## config.mk

```make
export PLATFORM = sky130hd
export DESIGN_NAME = irq_hub
export DESIGN_NICKNAME = d
export VERILOG_FILES = /design/src/rtl/irq_hub_pkg.sv /design/src/rtl/irq_hub_sync.sv /design/src/rtl/irq_hub_sense.sv /design/src/rtl/irq_hub_regs.sv /design/src/rtl/irq_hub_prio.sv /design/src/rtl/irq_hub.sv
export SDC_FILE = /design/constraint.sdc
export NUM_CORES = 1
export LEC_CHECK = 0
export BUFFER_PORTS_ARGS = -buffer_cell sky130_fd_sc_hd__buf_2
export CAP_MARGIN = 20
export CORE_ASPECT_RATIO = 1.5
export CORE_MARGIN = 3
export CORE_UTILIZATION = 23
export DETAILED_ROUTE_END_ITERATION = 16
export PLACE_DENSITY_LB_ADDON = 0.3
export RECOVER_POWER = 50
export SLEW_MARGIN = 10
export SYNTH_ARGS = -nofsm -noshare
export SYNTH_HDL_FRONTEND = slang
export SYNTH_SLANG_ARGS = --single-unit
```

## constraint.sdc

```tcl
create_clock -name clk_i -period 2.16 [get_ports clk_i]
set_input_delay 0.216 -clock clk_i [delete_from_list [all_inputs] [get_ports clk_i]]
set_output_delay 0.216 -clock clk_i [all_outputs]
set_load 0.01 [all_outputs]
```

## src/rtl/irq_hub_pkg.sv

```systemverilog
package irq_hub_pkg;
  localparam int NSRC = 32;
  localparam int IW   = $clog2(NSRC);
  localparam int AW   = 3;
  localparam logic [NSRC-1:0] RSVD_MASK = 32'h0000_7000; // sources 17..19

  typedef enum logic [AW-1:0] {
    A_STAT  = 3'd0,
    A_EN    = 3'd1,
    A_MSK   = 3'd2,
    A_TRIG  = 3'd3,
    A_POL   = 3'd4,
    A_ROUTE = 3'd5,
    A_ORDER = 3'd6
  } addr_e;
endpackage

```

## src/rtl/irq_hub_sync.sv

```systemverilog
module irq_hub_sync #(
  parameter int W      = 32,
  parameter int STAGES = 2
) (
  input  logic         clk_i,
  input  logic         rst_ni,
  input  logic [W-1:0] d_i,
  output logic [W-1:0] q_o
);
  logic [W-1:0] stg_q [STAGES];

  always_ff @(posedge clk_i or negedge rst_ni) begin
    if (!rst_ni) stg_q[0] <= '0;
    else         stg_q[0] <= d_i;
  end

  for (genvar s = 1; s < STAGES; s++) begin : g_stage
    always_ff @(posedge clk_i or negedge rst_ni) begin
      if (!rst_ni) stg_q[s] <= '0;
      else         stg_q[s] <= stg_q[s-1];
    end
  end

  assign q_o = stg_q[STAGES-1];
endmodule

```

## src/rtl/irq_hub_sense.sv

```systemverilog
module irq_hub_sense #(
  parameter int W = 32
) (
  input  logic         clk_i,
  input  logic         rst_ni,
  input  logic [W-1:0] sync_i,
  input  logic [W-1:0] trig_i,
  input  logic [W-1:0] pol_i,
  output logic [W-1:0] set_o
);
  logic [W-1:0] act, act_q;

  assign act = ~(sync_i ^ pol_i);

  always_ff @(posedge clk_i or negedge rst_ni) begin
    if (!rst_ni) act_q <= '0;
    else         act_q <= act;
  end

  assign set_o = (trig_i & act & ~act_q) | (~trig_i & act);
endmodule

```

## src/rtl/irq_hub_regs.sv

```systemverilog
module irq_hub_regs
  import irq_hub_pkg::*;
(
  input  logic            clk_i,
  input  logic            rst_ni,
  input  logic            req_i,
  input  logic            we_i,
  input  logic [AW-1:0]   addr_i,
  input  logic [NSRC-1:0] wdata_i,
  input  logic [NSRC-1:0] set_i,
  output logic [NSRC-1:0] rdata_o,
  output logic [NSRC-1:0] masked_o,
  output logic [NSRC-1:0] trig_o,
  output logic [NSRC-1:0] pol_o,
  output logic [NSRC-1:0] route_o,
  output logic            order_o
);
  logic [NSRC-1:0] status_q, enable_q, trig_q, pol_q, route_q;
  logic            order_q;
  logic            wr;
  logic [NSRC-1:0] clr;

  assign wr  = req_i & we_i;
  assign clr = (wr && addr_i == A_STAT) ? wdata_i : '0;

  always_ff @(posedge clk_i or negedge rst_ni) begin
    if (!rst_ni) begin
      status_q <= '0;
      enable_q <= '0;
      trig_q   <= '0;
      pol_q    <= '1;
      route_q  <= '1;
      order_q  <= 1'b0;
    end else begin
      // capture dominates clear so an active level re-asserts
      status_q <= ((status_q & ~clr) | set_i) & ~RSVD_MASK;
      if (wr) begin
        case (addr_i)
          A_EN:    enable_q <= wdata_i & ~RSVD_MASK;
          A_TRIG:  trig_q   <= wdata_i;
          A_POL:   pol_q    <= wdata_i;
          A_ROUTE: route_q  <= wdata_i;
          A_ORDER: order_q  <= wdata_i[0];
          default: ;
        endcase
      end
    end
  end

  assign masked_o = status_q & enable_q;
  assign trig_o   = trig_q;
  assign pol_o    = pol_q;
  assign route_o  = route_q;
  assign order_o  = order_q;

  always_comb begin
    case (addr_i)
      A_STAT:  rdata_o = status_q;
      A_EN:    rdata_o = enable_q;
      A_MSK:   rdata_o = masked_o;
      A_TRIG:  rdata_o = trig_q;
      A_POL:   rdata_o = pol_q;
      A_ROUTE: rdata_o = route_q;
      A_ORDER: rdata_o = {{(NSRC-1){1'b0}}, order_q};
      default: rdata_o = '0;
    endcase
  end

  // bits written as one and not re-captured are gone next cycle
  p_w1c_r2: assert property (@(posedge clk_i) disable iff (!rst_ni)
    (wr && addr_i == A_STAT) |=> ((status_q & $past(wdata_i & ~set_i)) == '0));

  // a captured source is pending on the next cycle
  p_capture_r3: assert property (@(posedge clk_i) disable iff (!rst_ni)
    (set_i != '0) |=> ((status_q & $past(set_i & ~RSVD_MASK)) == $past(set_i & ~RSVD_MASK)));
endmodule

```

## src/rtl/irq_hub_prio.sv

```systemverilog
module irq_hub_prio
  import irq_hub_pkg::*;
(
  input  logic            clk_i,
  input  logic            rst_ni,
  input  logic [NSRC-1:0] masked_i,
  input  logic            order_i,
  output logic [IW-1:0]   idx_o,
  output logic            vld_o
);
  logic [IW-1:0] idx_lo, idx_hi;

  always_comb begin
    idx_lo = '0;
    idx_hi = '0;
    for (int n = NSRC-1; n >= 0; n--)
      if (masked_i[NSRC-1-n]) idx_lo = IW'(n);
    for (int n = 0; n < NSRC; n++)
      if (masked_i[NSRC-1-n]) idx_hi = IW'(n);
  end

  assign idx_o = order_i ? idx_hi : idx_lo;
  assign vld_o = |masked_i;

  // reported source is actually pending, none reported when idle
  p_idx_hit_r8: assert property (@(posedge clk_i) disable iff (!rst_ni)
    vld_o |-> masked_i[NSRC-1-int'(idx_o)]);
  p_idle_r8: assert property (@(posedge clk_i) disable iff (!rst_ni)
    (masked_i == '0) |-> !vld_o);
endmodule

```

## src/rtl/irq_hub.sv

```systemverilog
module irq_hub
  import irq_hub_pkg::*;
(
  input  logic            clk_i,
  input  logic            rst_ni,
  input  logic [NSRC-1:0] irq_i,
  input  logic            req_i,
  input  logic            we_i,
  input  logic [AW-1:0]   addr_i,
  input  logic [NSRC-1:0] wdata_i,
  output logic [NSRC-1:0] rdata_o,
  output logic            irq_o,
  output logic            crit_o,
  output logic [IW-1:0]   pend_idx_o,
  output logic            pend_vld_o
);
  logic [NSRC-1:0] sync, set, masked, trig, pol, route;
  logic            order;

  irq_hub_sync #(.W(NSRC), .STAGES(2)) i_sync (
    .clk_i, .rst_ni, .d_i(irq_i), .q_o(sync)
  );

  irq_hub_sense #(.W(NSRC)) i_sense (
    .clk_i, .rst_ni, .sync_i(sync), .trig_i(trig), .pol_i(pol), .set_o(set)
  );

  irq_hub_regs i_regs (
    .clk_i, .rst_ni, .req_i, .we_i, .addr_i, .wdata_i, .set_i(set),
    .rdata_o, .masked_o(masked), .trig_o(trig), .pol_o(pol),
    .route_o(route), .order_o(order)
  );

  irq_hub_prio i_prio (
    .clk_i, .rst_ni, .masked_i(masked), .order_i(order),
    .idx_o(pend_idx_o), .vld_o(pend_vld_o)
  );

  always_ff @(posedge clk_i or negedge rst_ni) begin
    if (!rst_ni) begin
      irq_o  <= 1'b0;
      crit_o <= 1'b0;
    end else begin
      irq_o  <= |(masked & route);
      crit_o <= |(masked & ~route);
    end
  end

  // outputs follow routed masked status one cycle later
  p_route_irq_r6: assert property (@(posedge clk_i) disable iff (!rst_ni)
    1'b1 |=> (irq_o == $past(|(masked & route))));
  p_route_crit_r6: assert property (@(posedge clk_i) disable iff (!rst_ni)
    1'b1 |=> (crit_o == $past(|(masked & ~route))));

  // reserved sources are never reported
  p_rsvd_idx_r9: assert property (@(posedge clk_i) disable iff (!rst_ni)
    pend_vld_o |-> !(pend_idx_o >= IW'(17) && pend_idx_o <= IW'(19)));
endmodule

```

# [Word-level counts from Yosys, hierarchy flattened]
# Cells that the tools add are included.
# Widths: inputs -> output; s select.
[word_totals] wordCells=109 regBits=253 inputBits=71 output_inout_bits=40
[op_classes] eq_ne=6 n_bitwise=16 n_mux=66 reduce_logical=10
[op_table] op="$mux 5" n=49
[op_table] op="$and 32x32->32" n=7
[op_table] op="$pmux 32 s7" n=1
[op_table] op="$not 32->32" n=5
[op_table] op="$reduce_or 32->1" n=3
[op_table] op="$or 32x32->32" n=2
[op_table] op="$mux 32" n=1
[op_table] op="$mux 4" n=8
[op_table] op="$xor 32x32->32" n=1
[op_table] op="$mux 3" n=4
[op_table] op="$reduce_and 2->1" n=5
[op_table] op="$eq 3x3->1 const B" n=3
[op_table] op="$eq 3x2->1 const B" n=2
[op_table] op="$mux 2" n=2
[op_table] op="$eq 3x1->1 const B" n=1
[op_table] op="$logic_not 3->1" n=1
[op_table] op="$and 1x1->1" n=1
[op_table] op="$logic_and 1x1->1" n=1
[op_table] op="$mux 1" n=1

# [Logic depth before layout (Yosys ltp)]
# Gate-level depths: netlist (run 1).
[depth] ltp_word=34 depth_mapped=7 depth_no_buf=6

# [Hierarchy]
# Synthesis (run 1) repeated with hierarchy kept, for this count alone.
[hier_totals] cells_unflattened=1000 hier_area_um2=11788.8
[modules_own_cells] module="irq_hub_regs" cells_per_inst=618 instances=1 area_per_inst_um2=7488.4 seq_area_each_um2=3958.8
[modules_own_cells] module="irq_hub_sync" cells_per_inst=96 instances=1 area_per_inst_um2=1841.8 seq_area_each_um2=1601.5
[modules_own_cells] module="irq_hub_sense" cells_per_inst=96 instances=1 area_per_inst_um2=1321.3 seq_area_each_um2=800.8
[modules_own_cells] module="irq_hub_prio" cells_per_inst=114 instances=1 area_per_inst_um2=678.2 seq_area_each_um2=0.0
[modules_own_cells] module="irq_hub" cells_per_inst=76 instances=1 area_per_inst_um2=459.2 seq_area_each_um2=50.0

# [Worst setup path before layout (run 1)]
# OpenSTA, ideal clock, no wires.
[synth_path] kind="register to output" from="register i_regs.enable_q[4]" to="output port pend_idx_o[2]" arrival_time_ns=1.478 path_slack_ns=0.466 path_stages_with_launch=7 required_ns=1.944 path_buffers=0 path_cell_list="dfrtp_1 > and2_1 > nor2_1 > a31o_1 > a21oi_1 > o31a_1 > o41ai_2"
[synth_between] elab_chain_cells=30 word_cells_on_any_way=35 cone_classes="mux: 34; bitwise: 1"
[synth_rtl] element="start: declaration" line="irq_hub_regs.sv:18" rtl="logic [NSRC-1:0] status_q, enable_q, trig_q, pol_q, route_q;"
[synth_rtl] element="start signal: assignment" line="irq_hub_regs.sv:39" rtl="A_EN: enable_q <= wdata_i & ~RSVD_MASK;"
[synth_rtl] element="$and 32x32->32 (*)" line="irq_hub_regs.sv:50" rtl="assign masked_o = status_q & enable_q;"
[synth_rtl] element="$mux 5 (28 in a row)" line="irq_hub_prio.sv:17" rtl="if (masked_i[NSRC-1-n]) idx_lo = IW'(n);"
[synth_rtl] element="$mux 5 (*)" line="irq_hub_prio.sv:22" rtl="assign idx_o = order_i ? idx_hi : idx_lo;"
[synth_rtl] element="end: declaration" line="irq_hub.sv:14" rtl="output logic [IW-1:0] pend_idx_o,"
# Mark *: on every way between the ends. The rest lies on a longest branch, timed or not.

# [Worst setup path after layout (run 1)]
[layout_path] from="register i_regs.status_q[2]" to="output port pend_idx_o[1]"
[layout_between] elab_chain_cells=32 word_cells_on_any_way=35 cone_classes="mux: 34; bitwise: 1"
[layout_rtl] element="start: declaration" line="irq_hub_regs.sv:18"
[layout_rtl] element="start signal: assignment" line="irq_hub_regs.sv:36" rtl="status_q <= ((status_q & ~clr) | set_i) & ~RSVD_MASK;"
[layout_rtl] element="$and 32x32->32 (*)" line="irq_hub_regs.sv:50"
[layout_rtl] element="$mux 5 (30 in a row)" line="irq_hub_prio.sv:17"
[layout_rtl] element="$mux 5 (*)" line="irq_hub_prio.sv:22"
# Marks and branches as above.

==> Flow_metrics.wiki, run 1 <==
{| class="wikitable"
! Metric !! Value
|-
| Status || finished with violations
|-
| Violated checks || capacitance limit, slew limit, setup timing
|-
| Number of DRC violations after detailed-routing iteration 0 || 437
|-
| Root cell of the clock tree || sky130_fd_sc_hd__clkbuf_16
|-
| Commonest non-fill, non-tap cells in the layout || sky130_fd_sc_hd__dfrtp_1 (174), sky130_fd_sc_hd__mux2_2 (108), sky130_fd_sc_hd__buf_2 (102)
|-
| Number of antenna violations at the first check in global routing || 0
|-
| Overall Global Routing Usage || 0.140
|-
| Area growth syn-to-layout || 34.2%
|-
| Die Y || around 270 um
|-
| Worst clock skew on the final layout || about 13 ps
|-
| Final antenna diode count || 0
|-
| # IOs || roughly 110
|-
| Net count of the finished layout || between 1k and 1.5k
|-
| Cell taking the most area after synthesis || sky130_fd_sc_hd__dfrtp_1
|-
| Sequential fraction of the synthesis area || 0.578
|-
| Worst Path Max Fanout || 3
|-
| Vias per cell || 4.85
|-
| Largest buffer count on any clock path || 3
|-
| Power density normalized to cell area || 977 mW/mm2
|-
| Final slew viol count || between 50 and 60
|-
| Critical Setup Path Class || register to output port
|-
| Data required, critical path || between 1500 and 2000 ps
|-
| Area of the core region || 0.0459 mm2
|-
| Startpoint class of the critical path || register
|-
| Number of instances in the synthesized netlist || ~850
|-
| Layout filler cell count || 4731
|-
| Cell area after layout || about 0.014 mm2
|-
| Mapped cell area || roughly 0.011 mm2
|-
| Drt first pass iters || 5
|-
| TritonCTS clock tree || yes
|-
| CTS sink count || roughly 240
|-
| Net count of the mapped netlist || between 900 and 1k
|-
| Width of the chip || 182 um
|-
| Vias in the first global route || between 8k and 9k
|-
| Final worst-path cycle share || 1.19
|-
| Source-to-sink clock delay at the later pin of the worst-skew pair || 550 ps
|-
| Largest voltage drop on the vdd net || roughly 0.41 mV
|-
| Number of standard cells in the final layout excluding fillers || about 1.7k
|-
| Wire length of the first global-routing pass || roughly 54000 um
|-
| Main synth FF type || sky130_fd_sc_hd__dfrtp_1
|-
| Number of instances in the placed design || 1596
|-
| Routed wirelength normalized by instance count || between 20 and 25 um
|-
| Number of design rule violations left after detail routing || 0
|-
| Yosys synthesis warning count || 0
|-
| Kind of end point of the critical path || output port
|-
| Post-route minimum period || approximately 2600 ps
|-
| Residual antenna-violating net count after detailed routing || 0
|-
| Die outline area || 0.0492 mm2
|-
| Classification of the worst-slack hold path || primary input to register
|-
| Worst path arrival time || approximately 2400 ps
|-
| Top cells by area in the synthesized netlist || sky130_fd_sc_hd__dfrtp_1 (42%), sky130_fd_sc_hd__dfstp_2 (16%), sky130_fd_sc_hd__mux2_2 (11%)
|-
| Post-placement setup slack || -203 ps
|-
| Share of synthesized flip-flops with an asynchronous set or reset || 1.00
|-
| Total wirelength of the detailed-routed design || between 30000 and 40000 um
|-
| Most frequent standard cell in the layout excluding fill and tap cells || sky130_fd_sc_hd__dfrtp_1
|-
| Slew of the pin with the lowest slew margin || between 1500 and 2000 ps
|-
| RSZ-0062 raised after global routing || yes
|-
| Area after DPL || around 0.013 mm2
|-
| Fraction of post-synthesis cell area in the top cell type by area || 0.421
|-
| Share of final-layout standard cells stronger than drive strength 1 || 0.413
|-
| Unique masters post-synth || 54
|-
| Clock input transition at the sequential cells of the worst setup and hold paths || approximately 60 ps
|-
| Final worst setup slack || -411 ps
|-
| IO Port Bufs || about 110
|-
| CTS Buf Count || 26
|-
| Final weighted congestion in routability-driven placement || roughly 0.9
|-
| Number of enable-type register cells in the synthesized netlist || 0
|-
| Mean Syn Cell Area || 12.6 um2
|-
| Number of cell rows || 96
|-
| Final setup vio count || 7
|-
| Number of register bits inferred by synthesis || roughly 240
|-
| Largest net degree at the start of global routing || 57
|-
| Max capacitance violation total || 1
|-
| H-Tree Level Count || 1
|-
| Count of endpoints failing hold in the final timing report || 0
|-
| Sum of overflow across all layers after global routing || 0
|-
| Effective utilization at floorplan || 0.233
|-
| Highest attainable clock frequency || about 0.39 GHz
|-
| Worst rel slew slack || -0.00880
|-
| Hpwl dp || around 25000 um
|-
| Detailed-route via count || 8345
|-
| LEAKAGE || ~5.9 nW
|}
-- layout make-up --
| type | count | area (um2) | area share |
|---|---|---|---|
| multi-input cells | 565 | 4500 | 0.313 |
| well taps | 588 | 736 | 0.0512 |
| clock buffers | 37 | 753 | 0.0524 |
| repair buffers | 272 | 2100 | 0.146 |
| inverters | 3 | 16.3 | 0.00113 |
| flip-flops and latches | 244 | 6190 | 0.431 |
| clock inverters | 11 | 65.1 | 0.00453 |
-- worst paths after layout --
check                                              start  slack, ps  cells past startpoint                              end
max in group asynchronous                         rst_ni        380                      3     i_regs.pol_o[21]$_DFFE_PN1P_
min in group asynchronous                         rst_ni        550                      2       i_sync.stg_q[61]$_DFF_PN0_
max reg2reg                i_regs.status_q[24]$_DFF_PN0_        160                      6                  irq_o$_DFF_PN0_
min                                          wdata_i[18]         10                      2  i_regs.enable_q[18]$_DFFE_PN0P_
min reg2reg                   i_sync.stg_q[49]$_DFF_PN0_        350                      0         i_sync.q_o[17]$_DFF_PN0_
max                         i_regs.status_q[2]$_DFF_PN0_       -410                      7                    pend_idx_o[1]
-- synth_stat cells (3+ instances only) --
| cell type | number |
|---|---|
| sky130_fd_sc_hd__xnor2_1 | 29 |
| sky130_fd_sc_hd__a31oi_1 | 9 |
| sky130_fd_sc_hd__o22ai_1 | 15 |
| sky130_fd_sc_hd__a32oi_1 | 25 |
| sky130_fd_sc_hd__buf_4 | 9 |
| sky130_fd_sc_hd__buf_6 | 6 |
| sky130_fd_sc_hd__nand4_1 | 10 |
| sky130_fd_sc_hd__and2_1 | 8 |
| sky130_fd_sc_hd__dfstp_2 | 64 |
| sky130_fd_sc_hd__mux2i_1 | 5 |
| sky130_fd_sc_hd__mux2_4 | 10 |
| sky130_fd_sc_hd__and3_1 | 9 |
| sky130_fd_sc_hd__nor3_1 | 6 |
| sky130_fd_sc_hd__mux2_1 | 7 |
| sky130_fd_sc_hd__nand3_1 | 43 |
| sky130_fd_sc_hd__nand2_1 | 111 |
| sky130_fd_sc_hd__nor3_4 | 5 |
| sky130_fd_sc_hd__buf_2 | 13 |
| sky130_fd_sc_hd__nor2_1 | 10 |
| sky130_fd_sc_hd__mux2_2 | 108 |
| sky130_fd_sc_hd__nor4_1 | 3 |
| sky130_fd_sc_hd__clkbuf_1 | 6 |
| sky130_fd_sc_hd__a21oi_1 | 8 |
| sky130_fd_sc_hd__a22o_1 | 32 |
| sky130_fd_sc_hd__o21ai_0 | 17 |
| sky130_fd_sc_hd__a22oi_1 | 64 |
| sky130_fd_sc_hd__dfrtp_1 | 180 |
-- report_power, final --
| part | internal, mW | switching [mW] |
|---|---|---|
| logic | 1.68 | 1.79 |
| clock network | 2.43 | 1.91 |
| registers | 5.53 | 0.679 |
| total | 9.65 | 4.38 |
-- registers in the layout, summed over array words and instances, names as in the netlist --
register / flops
i_regs.status_q: 29
irq_o: 1
i_sense.act_q: 29
i_regs.order_o: 1
i_regs.pol_o: 32
i_regs.trig_o: 32
i_sync.stg_q: 29
i_sync.q_o: 29
crit_o: 1
i_regs.route_o: 32
i_regs.enable_q: 29
-- routing by layer --
layer,track usage,routed length [um],vias up,part of all wire
met3,0.0174,1540,84,0.044
met2,0.249,18000,257,0.51
li1,-,-,3719,-
met5,0,0,-,0
met4,0.0614,1440,0,0.041
met1,0.168,14000,4285,0.40
-- cell families (layout without fill, tap and decap cells) --
logic type,after synthesis,count (layout),share of synthesized area
AOI/OAI and AO/OA,192,192,0.135
DFF,244,244,0.578
and+or+nand+nor,213,213,0.0970
buffers and inverters,38,323,0.0242
xor gates and xnor gates,29,29,0.0237
muxes,131,131,0.142
-- through the flow --
stage          hold slack, ps  utilization  power (mW)  setup TNS (ps)
6_report                 14.5        0.313        14.0           -1770
5_1_grt                  11.4        0.313        14.7           -2260
4_1_cts                  4.61        0.311        14.1           -2000
3_5_place_dp              170        0.274        9.35            -232
3_3_place_gp              170        0.274        9.28           -2430
2_1_floorplan           -79.6            -        7.82               0
-- critical path: stages (launching register included) --
cell	delay (ps)
sky130_fd_sc_hd__dfrtp_1	410
sky130_fd_sc_hd__a22o_1	230
sky130_fd_sc_hd__a21oi_2	50
sky130_fd_sc_hd__o31ai_2	240
sky130_fd_sc_hd__a21boi_1	110
sky130_fd_sc_hd__o41ai_2	340
sky130_fd_sc_hd__o311ai_2	230
sky130_fd_sc_hd__buf_2	190
-- timing repair --
item                                   in CTS  in global routing
hold buffers                               61                  0
pin swaps                                  11                 14
buffers inserted                           10                  7
endpoints found under the hold margin     227                  0
setup endpoints to repair                   7                  9
resized for setup                          49                 32
Power figures use the tool's default switching activity.
==> run 2: changes to the inputs <==
--- a/config.mk
+++ b/config.mk
@@ -10,9 +10,10 @@
 export CORE_ASPECT_RATIO = 1.5
 export CORE_MARGIN = 3
 export CORE_UTILIZATION = 23
+export CTS_BUF_LIST = sky130_fd_sc_hd__clkbuf_4 sky130_fd_sc_hd__clkbuf_8
 export DETAILED_ROUTE_END_ITERATION = 16
 export PLACE_DENSITY_LB_ADDON = 0.3
-export RECOVER_POWER = 50
+export SETUP_SLACK_MARGIN = 0.5
 export SLEW_MARGIN = 10
 export SYNTH_ARGS = -nofsm -noshare
 export SYNTH_HDL_FRONTEND = slang
==> run 2 against run 1 <==
  * The run ends with setup timing left
  * Largest cell class unchanged
  * Clock power is essentially flat
  * Wire length grew 3.7%
  * Combinational power grew 10%
==> Flow_metrics.wiki, run 2 (synthesized netlist as in run 1, its figures left out) <==
{| class="wikitable"
! Metric !! Value
|-
| Slew of the pin with the lowest slew margin || 632 ps (-882 ps)
|-
| Area growth syn-to-layout || 41.9%
|-
| Die outline area || 0.0492 mm2 (unchanged)
|-
| Critical Path, Cell by Cell || and2_4, nor2_4, a31o_1, a21oi_1, o31a_1, o41ai_4, buf_2
|-
| Commonest non-fill, non-tap cells in the layout || sky130_fd_sc_hd__dfrtp_1 (173), sky130_fd_sc_hd__mux2_2 (108), sky130_fd_sc_hd__nand2_1 (102)
|-
| Worst Path Max Fanout || 5 (+2)
|-
| Minimum hold slack || 182 ps (+168 ps)
|-
| Source-to-sink clock delay at the later pin of the worst-skew pair || 590 ps (+40 ps)
|-
| Wire length of the first global-routing pass || 55800 um (+3.5%)
|-
| Number of standard cells in the final layout excluding fillers || 1772 (+3.0%)
|-
| Post-route minimum period || 2600 ps (+30.2 ps)
|-
| Endpoint of the worst register-to-register path || irq_o$_DFF_PN0_
|-
| Number of cell rows || 96 (unchanged)
|-
| Vias per cell || 4.76 (-1.9%)
|-
| Cell at the slowest stage of the critical path || sky130_fd_sc_hd__o41ai_4
|-
| Final slew viol count || 0 (-100%)
|-
| Area of the core region || 0.0459 mm2 (unchanged)
|-
| Final setup vio count || 6 (-1)
|-
| Count of endpoints failing hold in the final timing report || 0 (unchanged)
|-
| Root cell of the clock tree || sky130_fd_sc_hd__clkbuf_8
|-
| IO Port Bufs || 107 (unchanged)
|-
| Data required, critical path || 1940 ps (about the same)
|-
| Number of antenna violations at the first check in global routing || 1 (+1)
|-
| Drt first pass iters || 6 (+1)
|-
| Register-to-Register Setup Slack || 250 ps (+90 ps)
|-
| Cell area after layout || 0.0152 mm2 (+5.7%)
|-
| Startpoint class of the critical path || register
|-
| Status || finished with violations
|-
| RSZ-0062 raised after global routing || yes
|-
| Largest voltage drop on the vdd net || 0.398 mV (-2.2%)
|-
| Origin of the critical flop-to-flop path || i_regs.status_q[30]$_DFF_PN0_
|-
| Total wirelength of the detailed-routed design || 36300 um (+3.7%)
|-
| Clock input transition at the sequential cells of the worst setup and hold paths || 60 ps (about the same)
|-
| Share of final-layout standard cells stronger than drive strength 1 || 0.516 (+0.104)
|-
| Max capacitance violation total || 0 (-1)
|-
| TritonCTS clock tree || yes
|-
| Power density normalized to cell area || 952 mW/mm2 (-2.5%)
|-
| Final weighted congestion in routability-driven placement || 0.917 (+1.4%)
|-
| Final worst-path cycle share || 1.20 (+0.0140)
|-
| Number of DRC violations after detailed-routing iteration 0 || 365 (-16%)
|-
| Hpwl dp || 24700 um (+0.60%)
|-
| Worst path arrival time || 2390 ps (+30 ps)
|-
| H-Tree Level Count || 2 (+1)
|-
| Detailed-route via count || 8432 (+1.0%)
|-
| CTS sink count || 244 (unchanged)
|-
| Die Y || 270 um (unchanged)
|-
| Routed wirelength normalized by instance count || 20.5 um (+0.65%)
|-
| Number of cell instances on the worst register-to-register path || 7 (+1)
|-
| Area after DPL || 0.0127 mm2 (+0.59%)
|-
| Worst rel slew slack || 0.579 (+0.588)
|-
| Largest buffer count on any clock path || 3 (unchanged)
|-
| Final setup TNS || -1970 ps (-202 ps)
|-
| Number of instances in the placed design || 1606 (+0.63%)
|-
| Kind of end point of the critical path || output port
|-
| Highest attainable clock frequency || 0.384 GHz (-1.2%)
|-
| Number of buffer and inverter instances along the worst setup path || 1 (unchanged)
|-
| # IOs || 111 (unchanged)
|-
| Vias in the first global route || 9187 (+3.2%)
|-
| Most frequent standard cell in the layout excluding fill and tap cells || sky130_fd_sc_hd__dfrtp_1
|-
| Critical Setup Path Class || register to output port
|-
| Worst clock skew on the final layout || 24.7 ps (+12.0 ps)
|-
| Effective utilization at floorplan || 0.233 (unchanged)
|-
| Final worst setup slack || -442 ps (-30.2 ps)
|-
| Largest stage delay on the critical path || 410 ps (about the same)
|-
| Overall Global Routing Usage || 0.146 (+0.00645)
|-
| Sum of overflow across all layers after global routing || 0 (unchanged)
|-
| Width of the chip || 182 um (unchanged)
|-
| Violated checks || setup timing
|-
| Residual antenna-violating net count after detailed routing || 0 (unchanged)
|-
| CTS Buf Count || 41 (+58%)
|-
| Largest net degree at the start of global routing || 69 (+21%)
|-
| Cell family with most CP delay || compound AO/OA/AOI/OAI gates
|-
| Number of design rule violations left after detail routing || 0 (unchanged)
|-
| Classification of the worst-slack hold path || primary input to asynchronous set/reset pin
|-
| LEAKAGE || 6.27 nW (+6.2%)
|-
| Net count of the finished layout || 1223 (+3.4%)
|}
## run 2: changes by cell type in the layout (fill, tap and decap cells not counted), moves of 27 or more
cell / previous run / this run
sky130_fd_sc_hd__dfstp_2: 36 / 64
sky130_fd_sc_hd__a22oi_2: 4 / 33
sky130_fd_sc_hd__buf_6: 9 / 55
sky130_fd_sc_hd__a22oi_1: 60 / 31
sky130_fd_sc_hd__dfstp_1: 28 / 0
sky130_fd_sc_hd__clkbuf_16: 27 / 0
sky130_fd_sc_hd__clkbuf_8: 4 / 46
## run 2: where the power goes
part	switching (mW)	total (mW)	internal (mW)
clock	1.93	4.37	2.44
combinational	1.88	3.82	1.95
sequential	0.693	6.27	5.57
## run 2: per-stage QoR
step           utilization  setup WS, ps  total power, mW
2_1_floorplan            -           473             7.85
3_3_place_gp         0.276          -172             9.42
3_5_place_dp         0.276          -138             9.46
4_1_cts              0.321          -465             14.4
5_1_grt              0.331          -498             15.2
6_report             0.331          -442             14.5
## run 2: timing repair
item | in CTS | in global routing
pin swaps | 40 | 40
endpoints found under the setup margin | 39 | 40
gates resized for setup | 108 | 80
setup buffers | 18 | 10
hold endpoints to repair | 232 | 0
hold buffers | 62 | 0
cloned | 1 | 0
## run 2: layout make-up
cell class                 count  area [um2]
clock inverter                 7        70.1
sequential                   244        6190
clock buffer                  67         791
timing repair buffer         297        2580
multi-input combinational    565        4790
antenna                        1        2.50
tap                          588         736
inverter                       3        16.3
fill                        4656       30700
## run 2: routing by layer
metal / GRT usage / part of all wire / vias to the layer above / wire length (um)
met1: 0.174 / 0.40 / 4286 / 14600
li1: - / - / 3814 / -
met2: 0.254 / 0.51 / 244 / 18400
met3: 0.0255 / 0.042 / 88 / 1520
met5: 0 / 0 / - / 0
met4: 0.0718 / 0.050 / 0 / 1820
## run 2: worst max-delay path by stage
stage	start	to	cells past startpoint
floorplan	i_regs.enable_q[5]$_DFFE_PN0P_	pend_idx_o[2]	6
CTS	i_regs.enable_q[5]$_DFFE_PN0P_	pend_idx_o[2]	7
detailed placement	i_regs.enable_q[29]$_DFFE_PN0P_	pend_idx_o[0]	8
global placement	i_regs.enable_q[29]$_DFFE_PN0P_	pend_idx_o[0]	8
global route	i_regs.status_q[29]$_DFF_PN0_	pend_idx_o[0]	8
finish	i_regs.enable_q[4]$_DFFE_PN0P_	pend_idx_o[2]	7
==> run 3: changes to the inputs <==
--- a/config.mk
+++ b/config.mk
@@ -13,7 +13,7 @@
 export CTS_BUF_LIST = sky130_fd_sc_hd__clkbuf_4 sky130_fd_sc_hd__clkbuf_8
 export DETAILED_ROUTE_END_ITERATION = 16
 export PLACE_DENSITY_LB_ADDON = 0.3
-export SETUP_SLACK_MARGIN = 0.5
+export SETUP_SLACK_MARGIN = 0.4
 export SLEW_MARGIN = 10
 export SYNTH_ARGS = -nofsm -noshare
 export SYNTH_HDL_FRONTEND = slang
==> run 3 against run 2 <==
  * The run still ends with setup timing left
  * Global-route usage fell by 0.40 points
  * Wire length down 1.8%
  * Worst setup slack worse by 17 ps
  * Largest power group unchanged
  * Sequential share of layout area increased by 0.061 points
==> Flow_metrics.wiki, run 3 (synthesized netlist as in run 1, its figures left out) <==
{| class="wikitable"
! Metric !! Value
|-
| Classification of the worst-slack hold path || primary input to asynchronous set/reset pin
|-
| Vias in the first global route || 9120 (-0.73%)
|-
| Source-to-sink clock delay at the later pin of the worst-skew pair || 560 ps (-30 ps)
|-
| Number of design rule violations left after detail routing || 0 (unchanged)
|-
| Crit path launch || i_regs.status_q[3]$_DFF_PN0_
|-
| LEAKAGE || 6.29 nW (+0.33%)
|-
| Sum of overflow across all layers after global routing || 0 (unchanged)
|-
| Wire length of the first global-routing pass || 54700 um (-1.9%)
|-
| Area of the core region || 0.0459 mm2 (unchanged)
|-
| Register-to-Register Setup Slack || 290 ps (+40 ps)
|-
| Post-route minimum period || 2620 ps (+16.5 ps)
|-
| Share of final-layout standard cells stronger than drive strength 1 || 0.514 (-0.00292)
|-
| Busiest grt layer || met2
|-
| Worst rel slew slack || 0.668 (+0.0895)
|-
| Effective utilization at floorplan || 0.233 (unchanged)
|-
| Root cell of the clock tree || sky130_fd_sc_hd__clkbuf_8
|-
| Vias per cell || 4.80 (+0.89%)
|-
| Worst Path Max Fanout || 4 (-1)
|-
| Number of DRC violations after detailed-routing iteration 0 || 433 (+19%)
|-
| Final worst setup slack || -458 ps (-16.5 ps)
|-
| Residual antenna-violating net count after detailed routing || 0 (unchanged)
|-
| Most frequent standard cell in the layout excluding fill and tap cells || sky130_fd_sc_hd__dfrtp_1
|-
| Largest voltage drop on the vdd net || 0.541 mV (+36%)
|-
| Origin of the critical flop-to-flop path || i_regs.status_q[4]$_DFF_PN0_
|-
| Number of standard cells in the final layout excluding fillers || 1769 (-0.17%)
|-
| Overall Global Routing Usage || 0.142 (-0.00404)
|-
| Area growth syn-to-layout || 41.8% (about the same)
|-
| Net count of the finished layout || 1221 (-0.16%)
|-
| Cell area after layout || 0.0152 mm2 (about the same)
|-
| Die outline area || 0.0492 mm2 (unchanged)
|-
| Data required, critical path || 1940 ps (about the same)
|-
| Die Y || 270 um (unchanged)
|-
| Total wirelength of the detailed-routed design || 35700 um (-1.8%)
|-
| Area after DPL || 0.0126 mm2 (-0.58%)
|-
| Count of endpoints failing hold in the final timing report || 0 (unchanged)
|-
| Max capacitance violation total || 0 (unchanged)
|-
| Number of cell rows || 96 (unchanged)
|-
| Number of antenna violations at the first check in global routing || 1 (unchanged)
|-
| Status || finished with violations
|-
| Power density normalized to cell area || 955 mW/mm2 (+0.33%)
|-
| Critical Setup Path Class || register to output port
|-
| Commonest non-fill, non-tap cells in the layout || sky130_fd_sc_hd__dfrtp_1 (168), sky130_fd_sc_hd__mux2_2 (108), sky130_fd_sc_hd__nand2_1 (94)
|-
| Drt first pass iters || 5 (-1)
|-
| CTS Buf Count || 41 (unchanged)
|-
| TritonCTS clock tree || yes
|-
| Worst path arrival time || 2400 ps (about the same)
|-
| Routed wirelength normalized by instance count || 20.2 um (-1.7%)
|-
| Worst clock skew on the final layout || 10.2 ps (-14.5 ps)
|-
| IO Port Bufs || 107 (unchanged)
|-
| Width of the chip || 182 um (unchanged)
|-
| # IOs || 111 (unchanged)
|-
| Largest net degree at the start of global routing || 57 (-17%)
|-
| Hpwl dp || 24500 um (-0.59%)
|-
| Met2 demand-to-capacity share in global routing || 0.253 (-0.00147)
|-
| Final setup vio count || 7 (+1)
|-
| Clock input transition at the sequential cells of the worst setup and hold paths || 60 ps (about the same)
|-
| Post-placement setup slack || -203 ps (-65.0 ps)
|-
| Number of instances in the placed design || 1596 (-0.62%)
|-
| RSZ-0062 raised after global routing || yes
|-
| Final slew viol count || 0 (unchanged)
|-
| H-Tree Level Count || 2 (unchanged)
|-
| Final worst-path cycle share || 1.21 (+0.00765)
|-
| Violated checks || setup timing
|-
| Met3 track demand over resource || 0.0214 (-0.00404)
|-
| Startpoint class of the critical path || register
|-
| Kind of end point of the critical path || output port
|-
| Slew of the pin with the lowest slew margin || 493 ps (-139 ps)
|-
| Largest buffer count on any clock path || 3 (unchanged)
|-
| Final weighted congestion in routability-driven placement || 0.904 (-1.4%)
|-
| Highest attainable clock frequency || 0.382 GHz (-0.63%)
|-
| GR Layer Usage met1 || 0.169 (-0.00477)
|-
| Detailed-route via count || 8493 (+0.72%)
|-
| CTS sink count || 244 (unchanged)
|}
-- run 3: cell types whose count changed in the layout (fill, tap and decap cells not counted), sizes merged --
cell    before  now
buf        235  233
clkbuf      67   65
clkinv       3    6
inv          5    3
-- run 3: worst paths after layout --
path / end / cells past startpoint
setup reg to reg: irq_o$_DFF_PN0_ / 6
setup / recovery: pend_idx_o[1] / 8
max in group asynchronous: i_regs.route_o[19]$_DFFE_PN1P_ / 3
hold reg to reg: i_sync.q_o[19]$_DFF_PN0_ / 0
hold / removal: i_sync.stg_q[61]$_DFF_PN0_ / 2
min in group clk_i: i_sync.stg_q[42]$_DFF_PN0_ / 2
-- run 3: critical path, cell delays in order, from the launching register on --
cell	delay (ps)
sky130_fd_sc_hd__dfrtp_1	400
sky130_fd_sc_hd__a22o_1	210
sky130_fd_sc_hd__a21oi_1	60
sky130_fd_sc_hd__o31ai_1	260
sky130_fd_sc_hd__a21boi_1	120
sky130_fd_sc_hd__o41ai_2	250
sky130_fd_sc_hd__o311ai_2	230
sky130_fd_sc_hd__buf_4	180
sky130_fd_sc_hd__buf_2	130
-- run 3: area by class of cell --
type,count,area [um2]
multi-input cells,565,4770
well taps,588,736
clock inverters,8,67.6
flip-flops and latches,244,6200
diodes,1,2.50
inverters,3,16.3
clock buffers,65,820
fillers,4670,30700
repair buffers,295,2570
-- run 3: layer usage --
metal	routed length (um)	share of wire
met3	1280	0.036
met1	14300	0.40
met5	0	0
met2	18600	0.52
met4	1480	0.042
-- run 3: timing repair --
item | CTS | global route
hold buffers | 62 | 0
setup buffers | 18 | 19
hold endpoints to repair | 232 | 0
resized for setup | 130 | 70
endpoints found under the setup margin | 36 | 39
gates cloned | 0 | 0
pin swaps | 43 | 32
-- run 3: stage by stage --
step | hold slack, ps | TNS, ps | utilization | total power, mW
4_1_cts | 174 | -2050 | 0.321 | 14.4
5_1_grt | 203 | -2510 | 0.331 | 15.2
6_report | 169 | -2000 | 0.331 | 14.5
3_3_place_gp | 170 | -2430 | 0.274 | 9.28
3_5_place_dp | 170 | -232 | 0.274 | 9.35
2_1_floorplan | -79.6 | 0 | - | 7.82
-- run 3: where the power goes --
group	internal [mW]	total (mW)	switching [mW]
Combinational	1.90	3.77	1.87
Sequential	5.58	6.29	0.712
Clock	2.53	4.45	1.92
Total	10.0	14.5	4.50
